===== config.mk =====
export PLATFORM = sky130hd
export DESIGN_NAME = acc_seq_core
export DESIGN_NICKNAME = d
export VERILOG_FILES = /design/src/rtl/acc_seq_pkg.sv /design/src/rtl/acc_seq_mem.sv /design/src/rtl/acc_seq_alu.sv /design/src/rtl/acc_seq_ctrl.sv /design/src/rtl/acc_seq_core.sv
export SDC_FILE = /design/constraint.sdc
export NUM_CORES = 2
export LEC_CHECK = 0
export BUFFER_PORTS_ARGS = -buffer_cell sky130_fd_sc_hd__buf_4
export CORE_MARGIN = 2
export CORE_UTILIZATION = 64
export CTS_CLUSTER_SIZE = 16
export DETAILED_ROUTE_END_ITERATION = 10
export HOLD_SLACK_MARGIN = 0.06
export PLACE_DENSITY = 0.82
export SETUP_SLACK_MARGIN = 0.2
export SLEW_MARGIN = 20
export SYNTH_ARGS = -nofsm -noshare
export SYNTH_HDL_FRONTEND = slang
export SYNTH_HIERARCHICAL = 1
export SYNTH_SLANG_ARGS = --single-unit

===== constraint.sdc =====
create_clock -name clk -period 12.5 [get_ports clk]
set_clock_uncertainty 0.15 [all_clocks]
set_input_delay 1.875 -clock clk [delete_from_list [all_inputs] [get_ports clk]]
set_output_delay 1.875 -clock clk [all_outputs]
set_load 0.02 [all_outputs]

===== src/rtl/acc_seq_pkg.sv =====
package acc_seq_pkg;

  typedef enum logic [3:0] {
    OP_HLT, OP_ADD, OP_SUB, OP_STA, OP_LDA,
    OP_JMP, OP_JZ, OP_JNN, OP_IN, OP_OUT, OP_NOP
  } op_e;

  typedef enum logic [3:0] {
    S_IDLE, S_F_MAR, S_F_RD, S_F_IR, S_DEC,
    S_X_RD, S_X_ACC, S_X_WR, S_X_IN, S_PC_INC, S_HALT
  } state_e;

  typedef enum logic [1:0] {
    SRC_MEM, SRC_ADD, SRC_SUB, SRC_IN
  } acc_src_e;

  typedef enum logic [1:0] {
    PC_KEEP, PC_STEP, PC_LOAD
  } pc_sel_e;

  // packed BCD (up to 8 digits) to integer
  function automatic int bcd_to_int(input logic [31:0] w, input int nd);
    int v;
    v = 0;
    for (int i = 7; i >= 0; i--) begin
      if (i < nd) v = v * 10 + int'(w[4*i +: 4]);
    end
    return v;
  endfunction

  // non-negative integer to packed BCD (up to 8 digits)
  function automatic logic [31:0] int_to_bcd(input int mag, input int nd);
    logic [31:0] r;
    int m;
    r = '0;
    m = mag;
    for (int i = 0; i < 8; i++) begin
      if (i < nd) begin
        r[4*i +: 4] = 4'(m % 10);
        m = m / 10;
      end
    end
    return r;
  endfunction

endpackage


===== src/rtl/acc_seq_mem.sv =====
module acc_seq_mem #(
  parameter int DEPTH  = 100,
  parameter int ADDR_W = 7,
  parameter int WORD_W = 12
) (
  input  logic              clk,
  input  logic              rst,
  input  logic [ADDR_W-1:0] a_addr,
  input  logic              a_we,
  input  logic [WORD_W-1:0] a_wdata,
  output logic [WORD_W-1:0] a_rdata,
  input  logic [ADDR_W-1:0] b_addr,
  input  logic              b_we,
  input  logic [WORD_W-1:0] b_wdata,
  output logic [WORD_W-1:0] b_rdata
);

  logic [WORD_W-1:0] ram [0:DEPTH-1];

  // one shared write port (core first), two synchronous read ports
  always_ff @(posedge clk) begin
    if (a_we) begin
      if (int'(a_addr) < DEPTH) ram[a_addr] <= a_wdata;
    end else if (b_we) begin
      if (int'(b_addr) < DEPTH) ram[b_addr] <= b_wdata;
    end
  end

  // port A output register is the core's MDR; a store passes its word through
  always_ff @(posedge clk) begin
    if (a_we) a_rdata <= a_wdata;
    else      a_rdata <= ram[a_addr];
  end

  always_ff @(posedge clk) begin
    b_rdata <= ram[b_addr];
  end

  // the core only writes inside the 100-word space
  a_r1_core_write_in_range: assert property (@(posedge clk) disable iff (rst)
    a_we |-> (int'(a_addr) < DEPTH));

endmodule


===== src/rtl/acc_seq_alu.sv =====
module acc_seq_alu
  import acc_seq_pkg::*;
#(
  parameter int DIGITS = 3,
  parameter int WORD_W = 12,
  parameter int ACC_W  = 11,
  parameter int MAXV   = 999
) (
  input  logic signed [ACC_W-1:0]  acc,
  input  logic        [WORD_W-1:0] mem_word,
  input  logic        [WORD_W-1:0] in_word,
  input  acc_src_e                 src,
  output logic signed [ACC_W-1:0]  result,
  output logic                     result_neg
);

  int operand;
  int in_val;
  int raw;
  int clamped;

  always_comb begin
    operand = bcd_to_int(32'(mem_word), DIGITS);
    in_val  = bcd_to_int(32'(in_word), DIGITS);
    case (src)
      SRC_MEM: raw = operand;
      SRC_ADD: raw = int'(acc) + operand;
      SRC_SUB: raw = int'(acc) - operand;
      default: raw = in_val;
    endcase
    if (raw > MAXV)       clamped = MAXV;
    else if (raw < -MAXV) clamped = -MAXV;
    else                  clamped = raw;
    result     = ACC_W'(clamped);
    result_neg = (clamped < 0);
  end

endmodule


===== src/rtl/acc_seq_ctrl.sv =====
module acc_seq_ctrl
  import acc_seq_pkg::*;
#(
  parameter int ADDR_W = 7
) (
  input  logic              clk,
  input  logic              rst,
  input  logic              start,
  input  logic [3:0]        op_digit,
  input  logic [ADDR_W-1:0] op_field,
  input  logic              acc_zero,
  input  logic              acc_neg,
  input  logic              in_valid,
  output logic              mar_from_pc,
  output logic              mar_from_ir,
  output logic              ir_load,
  output logic              mem_we,
  output logic              acc_load,
  output acc_src_e          acc_src,
  output pc_sel_e           pc_sel,
  output logic              out_load,
  output logic              in_accept,
  output logic              busy,
  output logic              halted
);

  state_e state_q, state_d;
  op_e    op;

  // instruction decode from the registered instruction word
  always_comb begin
    case (op_digit)
      4'd0:    op = (op_field == '0) ? OP_HLT : OP_NOP;
      4'd1:    op = OP_ADD;
      4'd2:    op = OP_SUB;
      4'd3:    op = OP_STA;
      4'd5:    op = OP_LDA;
      4'd6:    op = OP_JMP;
      4'd7:    op = OP_JZ;
      4'd8:    op = OP_JNN;
      4'd9: begin
        if (op_field == ADDR_W'(1))      op = OP_IN;
        else if (op_field == ADDR_W'(2)) op = OP_OUT;
        else                             op = OP_NOP;
      end
      default: op = OP_NOP;
    endcase
  end

  always_comb begin
    state_d     = state_q;
    mar_from_pc = 1'b0;
    mar_from_ir = 1'b0;
    ir_load     = 1'b0;
    mem_we      = 1'b0;
    acc_load    = 1'b0;
    acc_src     = SRC_MEM;
    pc_sel      = PC_KEEP;
    out_load    = 1'b0;
    in_accept   = 1'b0;
    case (state_q)
      S_IDLE:  if (start) state_d = S_F_MAR;
      S_F_MAR: begin
        mar_from_pc = 1'b1;
        state_d     = S_F_RD;
      end
      S_F_RD:  state_d = S_F_IR;
      S_F_IR: begin
        ir_load = 1'b1;
        state_d = S_DEC;
      end
      S_DEC: begin
        case (op)
          OP_ADD, OP_SUB, OP_LDA: begin
            mar_from_ir = 1'b1;
            state_d     = S_X_RD;
          end
          OP_STA: begin
            mar_from_ir = 1'b1;
            state_d     = S_X_WR;
          end
          OP_IN:  state_d = S_X_IN;
          OP_OUT: begin
            out_load = 1'b1;
            state_d  = S_PC_INC;
          end
          OP_JMP: begin
            pc_sel  = PC_LOAD;
            state_d = S_F_MAR;
          end
          OP_JZ: begin
            pc_sel  = acc_zero ? PC_LOAD : PC_STEP;
            state_d = S_F_MAR;
          end
          OP_JNN: begin
            pc_sel  = acc_neg ? PC_STEP : PC_LOAD;
            state_d = S_F_MAR;
          end
          OP_HLT:  state_d = S_HALT;
          default: state_d = S_PC_INC;
        endcase
      end
      S_X_RD:  state_d = S_X_ACC;
      S_X_ACC: begin
        acc_load = 1'b1;
        case (op)
          OP_ADD:  acc_src = SRC_ADD;
          OP_SUB:  acc_src = SRC_SUB;
          default: acc_src = SRC_MEM;
        endcase
        state_d = S_PC_INC;
      end
      S_X_WR: begin
        mem_we  = 1'b1;
        state_d = S_PC_INC;
      end
      S_X_IN: begin
        if (in_valid) begin
          acc_load  = 1'b1;
          acc_src   = SRC_IN;
          in_accept = 1'b1;
          state_d   = S_PC_INC;
        end
      end
      S_PC_INC: begin
        pc_sel  = PC_STEP;
        state_d = S_F_MAR;
      end
      S_HALT:  state_d = S_HALT;
      default: state_d = S_IDLE;
    endcase
  end

  always_ff @(posedge clk) begin
    if (rst) state_q <= S_IDLE;
    else     state_q <= state_d;
  end

  assign busy   = (state_q != S_IDLE) && (state_q != S_HALT);
  assign halted = (state_q == S_HALT);

  // idle is left only on start
  a_r1_idle_until_start: assert property (@(posedge clk) disable iff (rst)
    (state_q == S_IDLE && !start) |=> state_q == S_IDLE);

  // the instruction register is only loaded one cycle after the fetch read
  a_r2_ir_after_read: assert property (@(posedge clk) disable iff (rst)
    ir_load |-> $past(state_q) == S_F_RD);

  // the input step holds until valid data arrives
  a_r9_input_stall: assert property (@(posedge clk) disable iff (rst)
    (state_q == S_X_IN && !in_valid) |=> state_q == S_X_IN);

endmodule


===== src/rtl/acc_seq_core.sv =====
module acc_seq_core
  import acc_seq_pkg::*;
#(
  parameter int DIGITS      = 3,
  parameter int ADDR_DIGITS = 2,
  localparam int WORD_W     = 4 * DIGITS,
  localparam int DEPTH      = 10 ** ADDR_DIGITS,
  localparam int ADDR_W     = $clog2(DEPTH),
  localparam int MAXV       = 10 ** DIGITS - 1,
  localparam int ACC_W      = $clog2(MAXV + 1) + 1
) (
  input  logic                    clk,
  input  logic                    rst,
  input  logic                    ld_we,
  input  logic [ADDR_W-1:0]       ld_addr,
  input  logic [WORD_W-1:0]       ld_wdata,
  output logic [WORD_W-1:0]       ld_rdata,
  input  logic                    start,
  input  logic [WORD_W-1:0]       in_data,
  input  logic                    in_valid,
  output logic                    in_take,
  output logic [WORD_W-1:0]       out_data,
  output logic                    out_neg,
  output logic                    out_strobe,
  output logic signed [ACC_W-1:0] acc_value,
  output logic                    neg_flag,
  output logic [ADDR_W-1:0]       pc_value,
  output logic                    busy,
  output logic                    halted
);

  logic [ADDR_W-1:0]       pc_q, mar_q, ir_field;
  logic [WORD_W-1:0]       ir_q, mdr, mag_word;
  logic signed [ACC_W-1:0] acc_q, alu_res;
  logic                    neg_q, alu_neg;
  logic                    mar_from_pc, mar_from_ir, ir_load, mem_we;
  logic                    acc_load, out_load, in_accept;
  acc_src_e                acc_src;
  pc_sel_e                 pc_sel;
  int                      acc_mag;

  // operand field and accumulator magnitude in BCD
  always_comb begin
    ir_field = ADDR_W'(bcd_to_int(32'(ir_q), ADDR_DIGITS));
    acc_mag  = (acc_q < 0) ? -int'(acc_q) : int'(acc_q);
    mag_word = WORD_W'(int_to_bcd(acc_mag, DIGITS));
  end

  acc_seq_mem #(
    .DEPTH  (DEPTH),
    .ADDR_W (ADDR_W),
    .WORD_W (WORD_W)
  ) u_mem (
    .clk     (clk),
    .rst     (rst),
    .a_addr  (mar_q),
    .a_we    (mem_we),
    .a_wdata (mag_word),
    .a_rdata (mdr),
    .b_addr  (ld_addr),
    .b_we    (ld_we),
    .b_wdata (ld_wdata),
    .b_rdata (ld_rdata)
  );

  acc_seq_alu #(
    .DIGITS (DIGITS),
    .WORD_W (WORD_W),
    .ACC_W  (ACC_W),
    .MAXV   (MAXV)
  ) u_alu (
    .acc        (acc_q),
    .mem_word   (mdr),
    .in_word    (in_data),
    .src        (acc_src),
    .result     (alu_res),
    .result_neg (alu_neg)
  );

  acc_seq_ctrl #(
    .ADDR_W (ADDR_W)
  ) u_ctrl (
    .clk         (clk),
    .rst         (rst),
    .start       (start),
    .op_digit    (ir_q[WORD_W-1 -: 4]),
    .op_field    (ir_field),
    .acc_zero    (acc_q == '0),
    .acc_neg     (neg_q),
    .in_valid    (in_valid),
    .mar_from_pc (mar_from_pc),
    .mar_from_ir (mar_from_ir),
    .ir_load     (ir_load),
    .mem_we      (mem_we),
    .acc_load    (acc_load),
    .acc_src     (acc_src),
    .pc_sel      (pc_sel),
    .out_load    (out_load),
    .in_accept   (in_accept),
    .busy        (busy),
    .halted      (halted)
  );

  // datapath registers
  always_ff @(posedge clk) begin
    if (rst) begin
      pc_q       <= '0;
      mar_q      <= '0;
      ir_q       <= '0;
      acc_q      <= '0;
      neg_q      <= 1'b0;
      out_data   <= '0;
      out_neg    <= 1'b0;
      out_strobe <= 1'b0;
      in_take    <= 1'b0;
    end else begin
      if (mar_from_pc)      mar_q <= pc_q;
      else if (mar_from_ir) mar_q <= ir_field;
      if (ir_load) ir_q <= mdr;
      if (acc_load) begin
        acc_q <= alu_res;
        neg_q <= alu_neg;
      end
      case (pc_sel)
        PC_STEP: pc_q <= (int'(pc_q) == DEPTH - 1) ? '0 : pc_q + 1'b1;
        PC_LOAD: pc_q <= ir_field;
        default: pc_q <= pc_q;
      endcase
      out_strobe <= out_load;
      if (out_load) begin
        out_data <= mag_word;
        out_neg  <= (acc_q < 0);
      end
      in_take <= in_accept;
    end
  end

  assign acc_value = acc_q;
  assign neg_flag  = neg_q;
  assign pc_value  = pc_q;

  // the program counter never leaves the memory range
  a_r5_pc_in_range: assert property (@(posedge clk) disable iff (rst)
    int'(pc_q) < DEPTH);

  // the accumulator stays inside the clamp limits
  a_r3_acc_clamped: assert property (@(posedge clk) disable iff (rst)
    (int'(acc_q) <= MAXV) && (int'(acc_q) >= -MAXV));

  // the flag register agrees with the accumulator sign
  a_r8_flag_matches_sign: assert property (@(posedge clk) disable iff (rst)
    neg_q == (acc_q < 0));

  // the output strobe is a single-cycle pulse
  a_r10_strobe_single: assert property (@(posedge clk) disable iff (rst)
    out_strobe |=> !out_strobe);

  // acceptance follows a valid input
  a_r9_take_after_valid: assert property (@(posedge clk) disable iff (rst)
    in_take |-> $past(in_valid));

  // halt is final and freezes the architectural state
  a_r11_halt_frozen: assert property (@(posedge clk) disable iff (rst)
    halted |=> halted && $stable(pc_q) && $stable(acc_q));

endmodule


-- Word-level counts from Yosys, hierarchy flattened
Memory sizes are Yosys's and may differ from the RTL's. A register that Yosys moved wholly into a read port is not among the register bits.
Index checks and enable logic that the tools add are counted.
- order comparisons: 6
- mux-type cells: 45
- equal/unequal tests: 37
- div/mod/pow operators: 5
- multipliers: 5
- add/sub/neg operators: 9
- reductions and logical operators: 17
- bitwise gates (word level): 1
- operator list (operator ; number):
    32-bit by 5-bit adder with 32-bit output ; 4
    32-bit by 5-bit modulo with 32-bit output (second input constant) ; 3
    32-bit two-way mux ; 3
    32-bit one-hot mux with 3 select lines ; 1
    32-bit by 5-bit divider with 32-bit output (second input constant) ; 2
    32-bit by 4-bit multiplier with 31-bit output (second input constant) ; 2
    4-bit by 3-bit == test with 1-bit output (second input constant) ; 11
    7-bit two-way mux ; 6
    4-bit one-hot mux with 10 select lines ; 1
    4-bit one-hot mux with 9 select lines ; 1
    11-bit by 32-bit adder with 32-bit output ; 1
    32-bit by 11-bit > comparator with 1-bit output (second input constant) ; 1
    32-bit by 1-bit < comparator with 1-bit output (second input constant) ; 1
    32-bit by 11-bit < comparator with 1-bit output (second input constant) ; 1
    11-bit negator with 32-bit output ; 1
    11-bit by 32-bit subtractor with 32-bit output ; 1
    4-bit == test (second input constant) ; 7
    4-bit by 2-bit == test with 1-bit output (second input constant) ; 6
    12-bit two-way mux ; 2
    4-bit one-hot mux with 5 select lines ; 1
    1-bit two-way mux ; 16
    4-bit two-way mux ; 4
    7-bit < comparator (second input constant) ; 2
    4-bit by 3-bit multiplier with 7-bit output (second input constant) ; 2
    other kinds (30) ; 45
- output and inout bits: 48
- memories: 1
- flip-flop bits (word level): 69
- RAM bits: 1200
- input bits: 36
- memories (memory ; words ; width ; read ports ; clocked after memory_dff ; write ports ; RTL line ; text):
    u_mem.ram ; 100 ; 12 ; 2 ; 2 ; 1 ; acc_seq_mem.sv:18 ; logic [WORD_W-1:0] ram [0:DEPTH-1];

-- Depth between registers and ports, before layout
- word-level depth: 15
- depth in mapped cells: 31

-- Modules after synthesis
Netlist, hierarchy kept.
- by module, submodules not included (module ; seq. area each (um2) ; area each (um2) ; cells each ; instances):
    acc_seq_mem ; 36515.0 ; 56720.6 ; 2800 ; 1
    acc_seq_core ; 1061.0 ; 4409.2 ; 533 ; 1
    acc_seq_alu ; 0.0 ; 4227.8 ; 531 ; 1
    acc_seq_ctrl ; 80.1 ; 739.5 ; 101 ; 1

-- Worst setup path after synthesis
No wires, ideal clock.
- path type: register -> register
- start: reg acc_q[2] (netlist: acc_value[2])
- end: mem u_mem.ram[0][3], data pin
- path slack: 2870 ps
- arrival time: 8500 ps
- buffers on the path: 2
- cell stages (with the launch flop): 23
- required time: 11370 ps
- cells stage by stage: dfxtp_1 > buf_6 > or4_4 > buf_6 > o41ai_4 > xnor2_1 > maj3_2 > a221o_2 > nor3_2 > o21a_1 > o21ai_0 > and2_2 > inv_1 > ha_1 > nand3_1 > o22ai_4 > inv_4 > mux2_4 > a21oi_4 > nor2_1 > xnor2_1 > inv_1 > o21ai_0
- cells in the longest elaborated chain, start to end: 4
- RTL lines (element ; RTL line ; text):
    start: declaration ; acc_seq_core.sv:34 ; logic signed [ACC_W-1:0] acc_q, alu_res;
    start signal: assignment ; acc_seq_core.sv:121 ; acc_q <= alu_res;
    11-bit negator with 32-bit output or 11-bit by 1-bit < comparator with 1-bit output (tied branches) ; acc_seq_core.sv:45 ; acc_mag = (acc_q < 0) ? -int'(acc_q) : int'(acc_q);
    32-bit two-way mux * ; acc_seq_core.sv:45 ;
    32-bit by 5-bit modulo with 32-bit output * ; acc_seq_pkg.sv:39 ; r[4*i +: 4] = 4'(m % 10);
    via mag_word[3] ; acc_seq_core.sv:33 ; logic [WORD_W-1:0] ir_q, mdr, mag_word;
    12-bit two-way mux (no source line) * ; -- ;
    end: declaration ; acc_seq_mem.sv:18 ;
Mark *: on every way through the listed nets, which the timed path passes. The rest lies on a longest branch.

-- Final worst setup path
- start: reg acc_q[0] (netlist: acc_value[0])
- end: mem u_mem.ram[59][6], data pin
- cells in the longest elaborated chain, start to end: 5
- RTL lines (element ; RTL line ; text):
    11-bit negator with 32-bit output or 11-bit by 1-bit < comparator with 1-bit output (tied branches) ; acc_seq_core.sv:45 ;
    32-bit two-way mux * ; acc_seq_core.sv:45 ;
    32-bit by 5-bit divider with 32-bit output * ; acc_seq_pkg.sv:40 ; m = m / 10;
    32-bit by 5-bit modulo with 32-bit output * ; acc_seq_pkg.sv:39 ;
    via mag_word[6] ; acc_seq_core.sv:33 ;
    12-bit two-way mux (no source line) * ; -- ;
Marked as above.

==> flow_summary.ini <==
[die]
start_util = 0.648
rows = 117
dieArea_sq_um = 106000
core-area_sq_um = 102000
die_w_um = 325
ioPinCount = 84
die_h_um = 325

[timing]
period_minus_slack_ps = 7290
slew_viol_final = 0
slew_headroom = 0.0691
tightest_slew_ps = 1380
hold_violations = 0
setup_viol = 0
grt_setup_unrepaired = no
max_freq_mhz = 137
post-route-period-util = 0.583
setup_tns_ps = 0

[grt]
grt_max_degree = 112
grt_pass1_wl_mm = 295
grt_overflow_total = 0
antenna_found_initial = 22
grtUsageTotal = 0.389
grt_pass1_vias = 42106

[clock_tree]
postCtsSetupRepairBufs = 0
cts_buffer_depth = 3
cts_buffers = 132
hold_buffers = 0
ctsHtreeMaxLevel = 4
cts.clk_slew.worst_paths_ps = 60
clkLatencyLatePin_ps = 770
cts_tree = yes
root_buffer = clkbuf_16
cts_num_sinks = 1281
cts_resized = 0

[final_layout]
final_util = 0.709
area_growth_syn_to_layout_pct = 9.52
final_area_sq_um = 72400
nets = 4165
fillerInstances = 6056
layout-drive-gt1-share = 0.298

[logic_synthesis]
synthCells = 3965
synth_top_area_share = 0.545
synth_area_leader_cell = edfxtp_1
synth-seq-cells = 1281
synth_cell_type_count = 136
synthTopCellsByArea = edfxtp_1, mux4_2, dfxtp_1
yosys_warnings = 6
synth.yosys.seq_area_share = 0.570
synth-edff-count = 1200
synth_common_cells = edfxtp_1, mux4_2, nor2_1
async_flop_share = 0
synth.most_common_cell = edfxtp_1
syn_area_per_cell_sq_um = 16.7
ys.flop_type = edfxtp_1
netlist_area_sq_um = 66100

[setup_path]
cpLargestDelayFamily = compound AO/OA/AOI/OAI gates
required_ps = 12760
crit_slowest_cell = a221oi_2
r2r-start = acc_value[0]
r2r-end = u_mem/ram[59][6]
worstSetupPathType = reg -> reg
rr_worst_depth = 22
cp.depth = 22
crit_fanout = 100
path_cells = inv_1 -> ha_1 -> inv_1 -> o41ai_4 -> xnor2_1 -> maj3_2 -> a221oi_2 -> nor3_1 -> o21ai_1 -> nand3_1 -> and2_2 -> inv_1 -> ha_1 -> nand3_1 -> o22ai_4 -> o21ai_0 -> a211oi_1 -> nor2_4 -> mux2i_1 -> nand2_1 -> nand2_2 -> buf_4
cpMostUsedCell = inv_1
r2r_setup_slack_ps = 5210
slowest_delay_ps = 840
crit_buf_inv = 4
endpoint_kind = flop
start_kind = flop
cp-startpoint = acc_value[0]
critPathArrivalTime_ps = 7550
crit_end = u_mem/ram[59][6]

[detailed_routing]
first_pass_iters = 6
drt-initial-drc-count = 7637
wl_per_cell_um = 37.3
drcViolationCount = 0
num_vias = 43245
wl_mm = 205
vias_per_cell = 7.87
ant_nets = 0

[placement]
place.gp.congestion = 1.01
postPlaceCellArea_sq_um = 68100
place_hpwl_mm = 125
io_buffers = 83

[power_and_ir_drop]
ir_drop_v = 0.000148
power.density_nw_per_um2 = 138
leakagePower_uw = 0.0229

[outcome]
outcome = finished, final reports clean

[hold_path]
hold_class = reg -> reg

[job]
maxCapViolations = 0
==> cell type report <==
| cell class | instances | area, sq um | share of cell area |
|---|---|---|---|
| flip-flops and latches | 1281 | 37700 | 0.520 |
| multi-input cells | 2329 | 26900 | 0.372 |
| clock buffers | 164 | 3550 | 0.0490 |
| well taps | 1368 | 1710 | 0.0236 |
| repair buffers | 198 | 1640 | 0.0227 |
| clock inverters | 69 | 593 | 0.00819 |
| inverters | 82 | 310 | 0.00429 |
| diodes | 5 | 12.5 | 0.000173 |
==> cell families after synthesis <==
| kind of cell | Yosys count | share of synthesized area |
|---|---|---|
| flip-flops | 1281 | 0.570 |
| multiplexers | 804 | 0.246 |
| AND/OR/NAND/NOR | 744 | 0.0582 |
| AO/OA/AOI/OAI | 595 | 0.0652 |
| buffers and inverters | 358 | 0.0286 |
| adder cells (fa/ha/maj) | 107 | 0.0216 |
| XOR/XNOR | 74 | 0.0104 |
| other | 2 | 0.000114 |
==> metal layers <==
layer,track usage,wire (um)
met5,0,173
met4,0.195,12400
met3,0.149,32900
met2,0.581,92900
met1,0.502,66600
==> flip-flops by register name, indices dropped and copies added, names as in the netlist, 4 cells and up <==
signal and flops:
ir_q 12, u_mem/b_rdata 12, mar_q 7, acc_value 11
out_data 12, u_mem/ram 1200, pc_value 7, u_ctrl/state_q 4
u_mem/a_rdata 12
==> worst min path at each step <==
stage | cells past startpoint | start | slack (ps) | end
2_1_floorplan | 2 | ir_q[1] | 320 | ir_q[1]
3_3_place_gp | 2 | out_data[11] | 330 | out_data[11]
3_5_place_dp | 2 | out_data[0] | 340 | out_data[0]
4_1_cts | 2 | out_data[1] | 350 | out_data[1]
5_1_grt | 2 | out_data[9] | 370 | out_data[9]
6_report | 2 | out_data[9] | 350 | out_data[9]
==> power breakdown <==
part           switching [uW]  internal [uW]
clock                    1720           2170
sequential               18.2           4810
combinational             809            466
total                    2540           7440
==> worst register-to-register path, cell delays in order (launching register included) <==
cell and delay [ps]:
dfxtp_1 480, inv_1 210, ha_1 350, inv_1 200, o41ai_4 420, xnor2_1 210, maj3_2 380, a221oi_2 840
nor3_1 210, o21ai_1 280, nand3_1 140, and2_2 280, inv_1 90, ha_1 170, nand3_1 120, o22ai_4 240
o21ai_0 150, a211oi_1 610, nor2_4 100, mux2i_1 270, nand2_1 110, nand2_2 100, buf_4 750
==> cells in the final DEF, fill, tap and decap left out, types with 20 or more instances in the layout <==
master / Yosys / routed
edfxtp_1: 1200 / 1200
mux4_2: 655 / 655
nor2_1: 251 / 198
buf_4: 31 / 182
mux2i_1: 142 / 142
clkbuf_16: 0 / 136
nand2_1: 136 / 127
a21oi_1: 104 / 103
ha_1: 93 / 93
o21ai_0: 82 / 79
inv_1: 78 / 78
dfxtp_1: 81 / 77
nor2b_1: 64 / 61
a22oi_1: 61 / 61
nor2_2: 1 / 54
xnor2_1: 46 / 46
nor3_1: 46 / 45
nand3_1: 45 / 45
o22ai_1: 32 / 32
nand2b_1: 31 / 31
o21ai_1: 27 / 27
a31oi_1: 27 / 27
a21o_1: 25 / 25
clkbuf_1: 105 / 24
xor2_1: 23 / 23
clkinv_1: 0 / 23
a211oi_1: 22 / 22
clkinv_2: 0 / 22
nor4_1: 24 / 20
nor3b_1: 20 / 20
==> stage by stage <==
step | worst slack [ps] | total power, uW | hold WS [ps] | std cells
5_1_grt | 4680 | 10200 | 366 | 5491
4_1_cts | 5350 | 9950 | 345 | 5488
3_5_place_dp | 5390 | 6150 | 337 | 5255
2_1_floorplan | 2870 | 5820 | 317 | 3968
6_report | 5210 | 9990 | 345 | 5496
3_3_place_gp | 5450 | 6120 | 327 | 5255
No activity file was read; power rests on OpenSTA's default activity.
